==> config.mk <==
export PLATFORM = sky130hd
export DESIGN_NAME = pwr_mem_arbiter
export DESIGN_NICKNAME = d
export VERILOG_FILES = /design/src/rtl/pma_pkg.sv /design/src/rtl/pma_bank_state.sv /design/src/rtl/pma_load_sum.sv /design/src/rtl/pma_pick.sv /design/src/rtl/pwr_mem_arbiter.sv
export SDC_FILE = /design/constraint.sdc
export NUM_CORES = 1
export LEC_CHECK = 0
export ABC_CLOCK_PERIOD_IN_PS = 101900
export BUFFER_PORTS_ARGS = -buffer_cell sky130_fd_sc_hd__clkbuf_2
export CORE_MARGIN = 2
export CORE_UTILIZATION = 50
export CTS_BUF_LIST = sky130_fd_sc_hd__clkbuf_4 sky130_fd_sc_hd__clkbuf_8
export DETAILED_ROUTE_END_ITERATION = 8
export PLACE_DENSITY = 0.65
export SLEW_MARGIN = 40
export SYNTH_ARGS = -nofsm -noshare
export SYNTH_HDL_FRONTEND = slang
export SYNTH_SLANG_ARGS = --single-unit
export TNS_END_PERCENT = 10
==> constraint.sdc <==
create_clock -name clk_i -period 101.9 [get_ports clk_i]
set_clock_uncertainty 0.05 [all_clocks]
set_input_delay 15.285 -clock clk_i [delete_from_list [all_inputs] [get_ports clk_i]]
set_output_delay 15.285 -clock clk_i [all_outputs]
set_load 0.005 [all_outputs]
==> src/rtl/pma_pkg.sv <==
package pma_pkg;
  localparam int OP_W = 2;

  typedef enum logic [OP_W-1:0] {
    OP_READ  = 2'd0,
    OP_PROG  = 2'd1,
    OP_ERASE = 2'd2,
    OP_RSVD  = 2'd3
  } op_e;
endpackage

==> src/rtl/pma_bank_state.sv <==
module pma_bank_state
  import pma_pkg::*;
#(
  parameter int N_BANK = 4
) (
  input  logic                   clk_i,
  input  logic                   rst_ni,
  input  logic [N_BANK-1:0]      set_i,
  input  logic [N_BANK*OP_W-1:0] set_op_i,
  input  logic [N_BANK-1:0]      done_i,
  output logic [N_BANK-1:0]      busy_o,
  output logic [N_BANK*OP_W-1:0] op_o
);

  for (genvar b = 0; b < N_BANK; b++) begin : g_bank
    logic            busy_q;
    logic [OP_W-1:0] op_q;

    // a grant only lands on an idle bank, so set outranks done
    always_ff @(posedge clk_i or negedge rst_ni) begin
      if (!rst_ni) begin
        busy_q <= 1'b0;
        op_q   <= OP_READ;
      end else if (set_i[b]) begin
        busy_q <= 1'b1;
        op_q   <= set_op_i[b*OP_W +: OP_W];
      end else if (done_i[b]) begin
        busy_q <= 1'b0;
      end
    end

    assign busy_o[b]              = busy_q;
    assign op_o[b*OP_W +: OP_W]   = op_q;
  end

endmodule

==> src/rtl/pma_load_sum.sv <==
module pma_load_sum
  import pma_pkg::*;
#(
  parameter int N_BANK     = 4,
  parameter int LOAD_W     = 5,
  parameter int CNT_W      = 3,
  parameter int COST_READ  = 1,
  parameter int COST_PROG  = 3,
  parameter int COST_ERASE = 4
) (
  input  logic [N_BANK-1:0]      busy_i,
  input  logic [N_BANK*OP_W-1:0] op_i,
  output logic [CNT_W-1:0]       cnt_o,
  output logic                   prog_o,
  output logic                   erase_o,
  output logic [LOAD_W-1:0]      load_o
);

  localparam logic [LOAD_W-1:0] C_RD = LOAD_W'(COST_READ);
  localparam logic [LOAD_W-1:0] C_PG = LOAD_W'(COST_PROG);
  localparam logic [LOAD_W-1:0] C_ER = LOAD_W'(COST_ERASE);

  logic [LOAD_W-1:0] cost_b [N_BANK];
  logic [N_BANK-1:0] is_prog;
  logic [N_BANK-1:0] is_erase;

  for (genvar b = 0; b < N_BANK; b++) begin : g_cost
    logic [OP_W-1:0] op_b;
    assign op_b        = op_i[b*OP_W +: OP_W];
    assign is_prog[b]  = busy_i[b] && (op_b == OP_PROG);
    assign is_erase[b] = busy_i[b] && (op_b == OP_ERASE);
    always_comb begin
      cost_b[b] = '0;
      if (busy_i[b]) begin
        unique case (op_b)
          OP_PROG:  cost_b[b] = C_PG;
          OP_ERASE: cost_b[b] = C_ER;
          OP_READ:  cost_b[b] = C_RD;
          default:  cost_b[b] = '0;
        endcase
      end
    end
  end

  always_comb begin
    cnt_o  = '0;
    load_o = '0;
    for (int b = 0; b < N_BANK; b++) begin
      cnt_o  = cnt_o + CNT_W'(busy_i[b]);
      load_o = load_o + cost_b[b];
    end
  end

  assign prog_o  = |is_prog;
  assign erase_o = |is_erase;

endmodule

==> src/rtl/pma_pick.sv <==
module pma_pick
  import pma_pkg::*;
#(
  parameter int N_REQ      = 4,
  parameter int N_BANK     = 4,
  parameter int BANK_W     = 2,
  parameter int PRIO_W     = 2,
  parameter int LOAD_W     = 5,
  parameter int CNT_W      = 3,
  parameter int MAX_ACTIVE = 4,
  parameter int COST_READ  = 1,
  parameter int COST_PROG  = 3,
  parameter int COST_ERASE = 4
) (
  input  logic [N_REQ-1:0]        req_i,
  input  logic [N_REQ*OP_W-1:0]   op_i,
  input  logic [N_REQ*BANK_W-1:0] bank_i,
  input  logic [N_REQ*PRIO_W-1:0] prio_i,
  input  logic [LOAD_W-1:0]       budget_i,
  input  logic [N_BANK-1:0]       busy_i,
  input  logic [CNT_W-1:0]        cnt_i,
  input  logic                    prog_i,
  input  logic                    erase_i,
  input  logic [LOAD_W-1:0]       load_i,
  output logic [N_REQ-1:0]        gnt_o,
  output logic [N_BANK-1:0]       set_o,
  output logic [N_BANK*OP_W-1:0]  set_op_o
);

  localparam int N_PRIO = 1 << PRIO_W;

  logic [OP_W-1:0]   op_a   [N_REQ];
  logic [BANK_W-1:0] bank_a [N_REQ];
  logic [PRIO_W-1:0] prio_a [N_REQ];

  for (genvar r = 0; r < N_REQ; r++) begin : g_unpack
    assign op_a[r]   = op_i[r*OP_W +: OP_W];
    assign bank_a[r] = bank_i[r*BANK_W +: BANK_W];
    assign prio_a[r] = prio_i[r*PRIO_W +: PRIO_W];
  end

  function automatic logic [LOAD_W-1:0] op_cost(input logic [OP_W-1:0] op);
    unique case (op)
      OP_PROG:  op_cost = LOAD_W'(COST_PROG);
      OP_ERASE: op_cost = LOAD_W'(COST_ERASE);
      OP_READ:  op_cost = LOAD_W'(COST_READ);
      default:  op_cost = '0;
    endcase
  endfunction

  logic [N_BANK-1:0] busy_v;
  logic [CNT_W-1:0]  cnt_v;
  logic              prog_v;
  logic              erase_v;
  logic [LOAD_W:0]   load_v;
  logic [LOAD_W:0]   need_v;
  logic              fit_v;

  // greedy walk: priority level outer, requester index inner
  always_comb begin
    gnt_o    = '0;
    set_o    = '0;
    set_op_o = '0;
    busy_v   = busy_i;
    cnt_v    = cnt_i;
    prog_v   = prog_i;
    erase_v  = erase_i;
    load_v   = {1'b0, load_i};
    need_v   = '0;
    fit_v    = 1'b0;
    for (int p = N_PRIO - 1; p >= 0; p--) begin
      for (int r = 0; r < N_REQ; r++) begin
        need_v = load_v + {1'b0, op_cost(op_a[r])};
        fit_v  = req_i[r]
              && (prio_a[r] == PRIO_W'(p))
              && (op_a[r] != OP_RSVD)
              && (int'(bank_a[r]) < N_BANK)
              && !busy_v[bank_a[r]]
              && (int'(cnt_v) < MAX_ACTIVE)
              && !((op_a[r] == OP_PROG) && prog_v)
              && !((op_a[r] == OP_ERASE) && erase_v)
              && (need_v <= {1'b0, budget_i});
        if (fit_v) begin
          gnt_o[r]                            = 1'b1;
          busy_v[bank_a[r]]                   = 1'b1;
          set_o[bank_a[r]]                    = 1'b1;
          set_op_o[bank_a[r]*OP_W +: OP_W]    = op_a[r];
          cnt_v                               = cnt_v + CNT_W'(1);
          prog_v                              = prog_v  || (op_a[r] == OP_PROG);
          erase_v                             = erase_v || (op_a[r] == OP_ERASE);
          load_v                              = need_v;
        end
      end
    end
  end

endmodule

==> src/rtl/pwr_mem_arbiter.sv <==
module pwr_mem_arbiter
  import pma_pkg::*;
#(
  parameter int N_REQ      = 4,
  parameter int N_BANK     = 4,
  parameter int PRIO_W     = 2,
  parameter int PWR_W      = 5,
  parameter int MAX_ACTIVE = 4,
  parameter int COST_READ  = 1,
  parameter int COST_PROG  = 3,
  parameter int COST_ERASE = 4,
  localparam int BANK_W    = (N_BANK > 1) ? $clog2(N_BANK) : 1
) (
  input  logic                    clk_i,
  input  logic                    rst_ni,
  input  logic [N_REQ-1:0]        req_i,
  input  logic [N_REQ*2-1:0]      op_i,
  input  logic [N_REQ*BANK_W-1:0] bank_i,
  input  logic [N_REQ*PRIO_W-1:0] prio_i,
  input  logic [PWR_W-1:0]        budget_i,
  input  logic [N_BANK-1:0]       done_i,
  output logic [N_REQ-1:0]        gnt_o
);

  localparam int CNT_W = $clog2(N_BANK + 1);

  logic [N_BANK-1:0]      bank_busy;
  logic [N_BANK*OP_W-1:0] bank_op;
  logic [N_BANK-1:0]      bank_set;
  logic [N_BANK*OP_W-1:0] bank_set_op;
  logic [CNT_W-1:0]       act_cnt;
  logic                   prog_act;
  logic                   erase_act;
  logic [PWR_W-1:0]       act_load;
  logic [N_REQ-1:0]       gnt_raw;

  pma_bank_state #(
    .N_BANK (N_BANK)
  ) u_state (
    .clk_i    (clk_i),
    .rst_ni   (rst_ni),
    .set_i    (bank_set),
    .set_op_i (bank_set_op),
    .done_i   (done_i),
    .busy_o   (bank_busy),
    .op_o     (bank_op)
  );

  pma_load_sum #(
    .N_BANK     (N_BANK),
    .LOAD_W     (PWR_W),
    .CNT_W      (CNT_W),
    .COST_READ  (COST_READ),
    .COST_PROG  (COST_PROG),
    .COST_ERASE (COST_ERASE)
  ) u_load (
    .busy_i  (bank_busy),
    .op_i    (bank_op),
    .cnt_o   (act_cnt),
    .prog_o  (prog_act),
    .erase_o (erase_act),
    .load_o  (act_load)
  );

  pma_pick #(
    .N_REQ      (N_REQ),
    .N_BANK     (N_BANK),
    .BANK_W     (BANK_W),
    .PRIO_W     (PRIO_W),
    .LOAD_W     (PWR_W),
    .CNT_W      (CNT_W),
    .MAX_ACTIVE (MAX_ACTIVE),
    .COST_READ  (COST_READ),
    .COST_PROG  (COST_PROG),
    .COST_ERASE (COST_ERASE)
  ) u_pick (
    .req_i    (req_i),
    .op_i     (op_i),
    .bank_i   (bank_i),
    .prio_i   (prio_i),
    .budget_i (budget_i),
    .busy_i   (bank_busy),
    .cnt_i    (act_cnt),
    .prog_i   (prog_act),
    .erase_i  (erase_act),
    .load_i   (act_load),
    .gnt_o    (gnt_raw),
    .set_o    (bank_set),
    .set_op_o (bank_set_op)
  );

  assign gnt_o = rst_ni ? gnt_raw : '0;

endmodule

Word-level counts from Yosys, hierarchy flattened
Cells that the tools add are included.
- register bits after elaboration: 12
- bits in latches: 0
- RAM bits: 0
- memory bits (read-only): 0
- input bits: 39
- output and inout bits: 4
- memories kept: 0
- $add $sub $neg: 41
- multipliers: 0
- div/mod/pow operators: 0
- order comparisons: 40
- equal/unequal tests: 32
- shift-type cells: 8
- multiplexer cells: 199
- bitwise operators: 31
- reduce and logical (&&, ||, !) cells: 252
- operator list (kind ; count):
    logical AND 1 bit ; 156
    negator 3 -> 34 bit ; 4
    variable shift 2 x 34 -> 8 bit, first input constant ; 4
    variable part select 2 x 34 -> 8 bit ; 4
    2-to-1 mux 4 bit ; 32
    2-to-1 mux 8 bit ; 16
    bitwise mux 8 bit ; 15
    OR 4 bit ; 30
    less-or-equal comparator 6 x 5 -> 1 bit ; 16
    2-to-1 mux 6 bit ; 15
    2-to-1 mux 1 bit ; 74
    adder 6 x 3 -> 6 bit ; 12
    one-hot mux 3 bit (3 select lines) ; 8
    zero test 1 bit ; 48
    less-than comparator 3 bit, second input constant ; 16
    adder 3 x 1 -> 3 bit, second input constant ; 15
    2-to-1 mux 3 bit ; 15
    binary-select mux 1 bit (select 2 bit) ; 16
    equality test 2 bit, second input constant ; 16
    logical OR 1 bit ; 30
    equality test 2 x 1 -> 1 bit, second input constant ; 12
    zero test 2 bit ; 12
    2-to-1 mux 5 bit ; 4
    adder 6 x 5 -> 6 bit ; 3
    11 further kinds ; 30

Depth between registers and ports, before layout
Gate-level depths: netlist of run 1.
- depth after elaboration: 146
- depth in mapped cells: 282
- gate-level depth less buffers: 260

By module
From an unflattened synthesis of run 1, not the netlist that was laid out.
- cell total of the unflattened synthesis: 1789
- area total of the unflattened synthesis: 13045.0 um^2
- by module, submodules not included (module ; instances ; cells each ; area an instance (um^2) ; seq. area each (um^2)):
    pma_pick ; 1 ; 1706 ; 12126.6 ; 0.0
    pma_bank_state ; 1 ; 32 ; 489.2 ; 300.3
    pma_load_sum ; 1 ; 47 ; 404.1 ; 0.0
    pwr_mem_arbiter ; 1 ; 4 ; 25.0 ; 0.0

Least setup slack after synthesis of run 1
No wires, ideal clock.
- path type: input to output
- start: input op_i[1]
- end: output gnt_o[3]
- data arrival time: 67.402 ns
- data required time: 86.565 ns
- setup slack: 19.163 ns
- cell stages on the path: 264
- cell sequence: inv_2 > nand2_1 > inv_1 > ha_1 > a21o_1 > a21o_1 > xnor2_1 > ha_1 > o21ai_0 > a21oi_1 > o31ai_1 > and3_1 > buf_4 > clkbuf_1 > mux2_2 > ha_1 > a21oi_1 > o211ai_1 > (+228 left out) > and2_1 > clkbuf_1 > mux2_2 > ha_1 > a21oi_1 > or4_1 > o211ai_1 > xnor2_1 > ha_1 > nor2b_1 > o22ai_1 > nand4b_1 > a221oi_1 > o21ai_0 > a211o_1 > or2_1 > buf_6 > a41oi_2
- cells in the longest elaborated chain, start to end: 144
- elaborated cells on any way between the ends: 383
- classes of those cells: add/sub (30); order compare (31); eq/ne (3); mux (111); bitwise (14); reduce/logical (194)
- ends and longest elaborated chain (what ; line ; source):
    start: declaration ; pwr_mem_arbiter.sv:17 ; input logic [N_REQ*2-1:0] op_i,
    parallel branches: the longest is 142 deep, another holds adder 5 x 3 -> 6 bit ; -- ;
    2-to-1 mux 1 bit * ; pma_pick.sv:83 ; if (fit_v) begin
    2-to-1 mux 4 bit * ; pwr_mem_arbiter.sv:92 ; assign gnt_o = rst_ni ? gnt_raw : '0;
    end: declaration ; pwr_mem_arbiter.sv:22 ; output logic [N_REQ-1:0] gnt_o
Mark *: on every way between the ends. The select of a mux whose other input is x is not followed.

Worst setup path after layout of run 1
Same ends and word-level chain as after synthesis.

==> run metrics, run 1 <==
Post-Syn Instances=1810; failing checks=design-rule violations; Tot GR Track Use=0.457; design area=13500 um2; slowest CP cell=and3_1; antenna fix cells=0; largest net degree at the start of global routing=31; CP max stage delay=870 ps; most frequent cells in the layout=190 x nand2_1, 163 x ha_1, 143 x nor2_1; warnings from Yosys=0; CP Data Arrival Time=77300 ps; worst skew pair latency=250 ps; Post-synth ARST share=1.00; CP required=86560 ps; core area=25300 um2; hpwl dp=50600 um; root buffer cell=clkbuf_8; DR iter-0 viols=2377; post_cts resized=0; post-placement worst setup slack=10680 ps; register area share after synthesis=0.0231; #FFs+latches synth=12; number of hold buffers added after CTS=0; CTS buffer count=3; Rel. slew slack=0.380; GPL Wtd Cong=1.13; fin. max-slew vios=0; final net count=2036; CTS tree=yes; most common cell after layout, fill and taps aside=nand2_1; die height=165 um; slew at the pin closest to its max-slew limit=922 ps; H-tree depth=1; Syn Area/Cell=7.17 um2; Primary FF master, synth=dfrtp_1; Area after DPL=13500 um2; cell mode on critical path=ha_1; Distinct cells, synth=121; mapped cell area=13000 um2; Layout fillers=2618; max_cap viols=0; share of layout cells above drive strength 1=0.114; Critical Setup Path Class=input port to output pin; vias per cell=7.38; clk slew on worst S/H paths=60 ps; Die X=165 um; I/O pins=43; fin crit period=92640 ps; crit path max fanout=27; final WL=63500 um; Tcrit/Tclk final=0.909; routed wire length per instance=29.7 um; Sum Neg Setup Slack=0 ps; detailed-route DRC error count=11; Final setup violation count=0; achievable clock frequency=10.8 MHz; Post-synth EDFFs=0; row cnt=58; Detailed Routing Iterations Pass 1=9; post-synthesis net count=2036; DR vias=15800; DRT antenna net count=0; endpoints failing hold=0; Setup Fix Bufs, Post-CTS=0; vias in the first global route=14900; die area=27300 um2; GR Overflow Total=0; status=finished with violations; startpoint types=input port; setup ws final=9260 ps; area grow syn2layout=4.42%; worst min path class=register to register; first-pass GRT wire length=92300 um; RSZ-0062 raised after global routing=no; Starting Density=0.512; PortBufs=42; CTS max path bufs=2; CP endpoint kind=output pin; initial antenna violation count=3; clock sinks=12
-- stage by stage --
| step | util | std cells | hold WS [ps] |
|---|---|---|---|
| finish | 0.535 | 2139 | 846 |
| floorplan | - | 1810 | 687 |
| global placement | 0.532 | 2135 | 830 |
| CTS | 0.534 | 2139 | 839 |
| detailed placement | 0.532 | 2135 | 822 |
| global route | 0.535 | 2139 | 861 |
-- per-layer routing --
| metal | global-route usage | vias up | part of all wire |
|---|---|---|---|
| met5 | 0.0284 | - | 0.0016 |
| met2 | 0.677 | 1155 | 0.41 |
| li1 | - | 6902 | - |
| met3 | 0.154 | 297 | 0.14 |
| met1 | 0.579 | 7439 | 0.38 |
| met4 | 0.253 | 2 | 0.064 |
-- flip-flops by register name, indices dropped and copies added, names as in the netlist --
signal,cells
u_state.g_bank.op_q,8
u_state.g_bank.busy_q,4
-- cells in the mapped netlist (all sizes together), types with 9 or more instances --
master	n	area (um2)
nand3	55	300
a221oi	13	126
o21a	23	174
a211oi	25	210
a22oi	23	178
nor2	146	566
buf	35	205
nand3b	12	90.1
o21ai	88	448
o31ai	16	125
a2111oi	14	174
xnor2	48	443
mux2	42	480
mux2i	23	234
a21o	49	368
nor2b	29	181
o221ai	10	93.8
nand2b	42	263
nand4	20	125
xor2	29	254
nor3	44	253
nand2	191	719
and4	9	78.8
o22ai	46	302
a211o	11	96.3
or2	14	87.6
or3	11	68.8
ha	163	2040
dfrtp	12	300
o2111ai	9	91.3
fa	24	480
and3	26	163
a21oi	139	722
inv	96	360
a31oi	24	163
a221o	11	110
and2	19	119
clkbuf	40	150
nor4	16	125
a21boi	11	93.8
o211ai	31	233
-- worst max-delay path, delay by kind of cell --
family | cells | cell delay (ps)
simple gates | 73 | 16570
mux | 10 | 4210
xor+xnor | 9 | 1430
fa+ha+maj | 39 | 12370
buf+inv | 12 | 2630
compound gates | 105 | 24670
-- cell type report --
cell class              instances  area (um2)  share of cell area
well taps                     330         413              0.0305
inverters                     101         379              0.0280
repair buffers                 70         420              0.0310
multi-input cells            1622       12000               0.884
clock buffers                   4        55.1             0.00406
flip-flops and latches         12         300              0.0222
-- path summary, 6_finish.rpt --
path,startpoint,to,cells past startpoint,slack (ps)
max,op_i[1],gnt_o[3],248,9260
min,u_state.g_bank[2].op_q[0]$_DFFE_PN0P_,u_state.g_bank[2].op_q[0]$_DFFE_PN0P_,4,850
max reg2reg,u_state.g_bank[1].busy_q$_DFFE_PN0P_,u_state.g_bank[0].op_q[1]$_DFFE_PN0P_,249,38680
min reg2reg,u_state.g_bank[2].op_q[0]$_DFFE_PN0P_,u_state.g_bank[2].op_q[0]$_DFFE_PN0P_,4,850
max in group asynchronous,rst_ni,u_state.g_bank[3].op_q[1]$_DFFE_PN0P_,1,86650
min in group asynchronous,rst_ni,u_state.g_bank[2].busy_q$_DFFE_PN0P_,1,14880
-- cells by family after synthesis --
logic type | share of synthesized area
simple gates | 0.264
mux | 0.0568
fa+ha+maj | 0.194
xor+xnor | 0.0554
flops | 0.0231
compound gates | 0.350
buf+inv | 0.0566
Power of run 1 is left out: the tool's default activity adds up to more than one toggle a clock period on the data nets, which glitch-free logic cannot reach.
==> run 2: changes to the inputs <==
- SYNTH_HIERARCHICAL: unset -> 1
==> run metrics, run 2 <==
Post-synth EDFFs=0 (unchanged); Starting Density=0.505 (-0.00746); met2 global-route usage=0.700 (+0.0236); Critical Setup Path Class=input port to output pin; post_cts resized=0 (unchanged); Tot GR Track Use=0.451 (-0.00658); core area=25800 um2 (+2.0%); Synth top area share=0.157 (about the same); die area=27400 um2 (+0.52%); Buf+Inv Stages, Crit Path=8 (-4); Switching Share=0.590; root buffer cell=clkbuf_8; internal power=227 uW; Sum Neg Setup Slack=0 ps (unchanged); max_cap viols=0 (unchanged); Detailed Routing Iterations Pass 1=7 (-2); share of layout cells above drive strength 1=0.120 (+0.00628); cell taking the most area after synthesis=ha_1; CP Data Arrival Time=78510 ps (+1210 ps); final net count=2008 (-1.4%); Primary FF master, synth=dfrtp_1; register area share after synthesis=0.0230 (-0.000122); initial antenna violation count=2 (-1); CP required=86560 ps (about the same); GPL Wtd Cong=1.06 (-6.4%); startpoint types=input port; RSZ-0062 raised after global routing=no; most frequent cells in the layout=172 x nand2_1, 164 x ha_1, 149 x nor2_1; Largest Register=u_state/g_bank.op_q; GRT Max-Usage Layer=met2; sw power=326 uW; worst skew pair latency=280 ps (+30 ps); Area after DPL=13500 um2 (+0.13%); final WL=63100 um (-0.67%); clock sinks=12 (unchanged); CTS max path bufs=2 (unchanged); CTS buffer count=3 (unchanged); mapped cell area=13000 um2 (+0.53%); post-synthesis net count=2015 (-1.0%); Final setup violation count=0 (unchanged); count leader, synth=nand2_1; Tcrit/Tclk final=0.921 (+0.0119); worst min path class=register to register; design area=13600 um2 (+0.11%); number of hold buffers added after CTS=0 (unchanged); cell family with most CP delay=compound AO/OA/AOI/OAI gates; #FFs+latches synth=12 (unchanged); worst vdd ir=0.0440 mV; warnings from Yosys=6 (+6); slowest CP cell=or4b_1; DR iter-0 viols=2283 (-4.0%); I/O pins=43 (unchanged); endpoints failing hold=0 (unchanged); combinational power share=0.973; Syn Area/Cell=7.29 um2 (+1.7%); status=finished, final reports clean; Setup Fix Bufs, Post-CTS=0 (unchanged); dominant cells by area after synthesis=ha_1 16%, nand2_1 4.9%, a21oi_1 4.8%; Post-synth ARST share=1.00 (unchanged); first-pass GRT wire length=91800 um (-0.51%); power share of the clock group=0.011; die height=166 um (+0.26%); P_leak=0.00595 uW; Commonest cells post-synth=172 x nand2_1, 164 x ha_1, 149 x nor2_1; Seq pwr share=0.016; slew at the pin closest to its max-slew limit=846 ps (-76.7 ps); H-tree depth=1 (unchanged); GR Overflow Total=0 (unchanged); total power after layout=552 uW; crit path max fanout=25 (-7.4%); routed wire length per instance=29.8 um (+0.41%); Distinct cells, synth=137 (+13%); Die X=166 um (+0.26%); met1 usage=0.566 (-0.0125); Rel. slew slack=0.432 (+0.0518); most common cell after layout, fill and taps aside=nand2_1; fin crit period=93840 ps (+1210 ps); row cnt=59 (+1.7%); met3 usage=0.104 (-0.0497); Largest register FFs=8 (unchanged); achievable clock frequency=10.7 MHz (-1.3%); Post-Syn Instances=1789 (-1.2%); CP max stage delay=720 ps (-150 ps); area grow syn2layout=3.98%; vias per cell=7.38 (about the same); Regs by FF count=u_state/g_bank.op_q (8), u_state/g_bank.busy_q (4); hpwl dp=50000 um (-1.2%); DR vias=15600 (-1.1%); detailed-route DRC error count=0 (-11); antenna fix cells=0 (unchanged); clk slew on worst S/H paths=80 ps (+20 ps); worst hold slack=466 ps (-380 ps); CTS tree=yes; cell area power density=40.7 nW/um2; PortBufs=42 (unchanged); largest net degree at the start of global routing=26 (-16%); DRT antenna net count=0 (unchanged); fin. max-slew vios=0 (unchanged); CP endpoint kind=output pin; vias in the first global route=14400 (-3.2%)
[run 2: path summary, 6_finish.rpt]
path / from / end / slack (ps) / cells past startpoint
setup reg to reg: u_state/g_bank[2].busy_q$_DFFE_PN0P_ / u_state/g_bank[3].op_q[1]$_DFFE_PN0P_ / 36730 / 252
hold / removal: u_state/g_bank[0].op_q[0]$_DFFE_PN0P_ / u_state/g_bank[0].op_q[0]$_DFFE_PN0P_ / 470 / 1
max in group asynchronous: rst_ni / u_state/g_bank[1].op_q[1]$_DFFE_PN0P_ / 86640 / 1
setup / recovery: op_i[1] / gnt_o[3] / 8060 / 249
hold reg to reg: u_state/g_bank[0].op_q[0]$_DFFE_PN0P_ / u_state/g_bank[0].op_q[0]$_DFFE_PN0P_ / 470 / 1
min in group asynchronous: rst_ni / u_state/g_bank[0].busy_q$_DFFE_PN0P_ / 14850 / 1
[run 2: cell families after synthesis]
kind of cell    synth area share
simple gates               0.270
buf+inv                   0.0550
mux                       0.0612
fa+ha+maj                  0.193
xor+xnor                  0.0605
flops                     0.0230
compound gates             0.337
[run 2: layer usage]
layer	share of wire	wire, um
met5	0.0034	214
met2	0.43	27100
met3	0.10	6460
met1	0.39	24800
met4	0.071	4500
[run 2: area by class of cell]
cell class / count / area [um2]
inverter: 90 / 340
timing repair buffer: 67 / 395
clock buffer: 4 / 55.1
tap: 335 / 419
sequential: 12 / 300
fill: 2676 / 12300
multi-input combinational: 1608 / 12100
[run 2: power groups by stage]
| stage | logic, uW | registers (uW) | clock network [uW] |
|---|---|---|---|
| 2_1_floorplan | 398 | 6.93 | 0 |
| 3_3_place_gp | 506 | 8.32 | 0 |
| 3_5_place_dp | 523 | 8.37 | 0 |
| 4_1_cts | 525 | 8.29 | 5.98 |
| 5_1_grt | 600 | 8.67 | 6.28 |
| 6_report | 537 | 8.65 | 6.23 |
[run 2: stage by stage]
step / utilization / setup WS, ps / std cells
after floorplan: - / 19350 / 1789
after global placement: 0.522 / 10380 / 2111
after detailed placement: 0.522 / 9310 / 2111
after CTS: 0.525 / 9130 / 2115
after global routing: 0.525 / 4150 / 2116
final: 0.525 / 8060 / 2116
No activity file was read; power rests on OpenSTA's default activity.
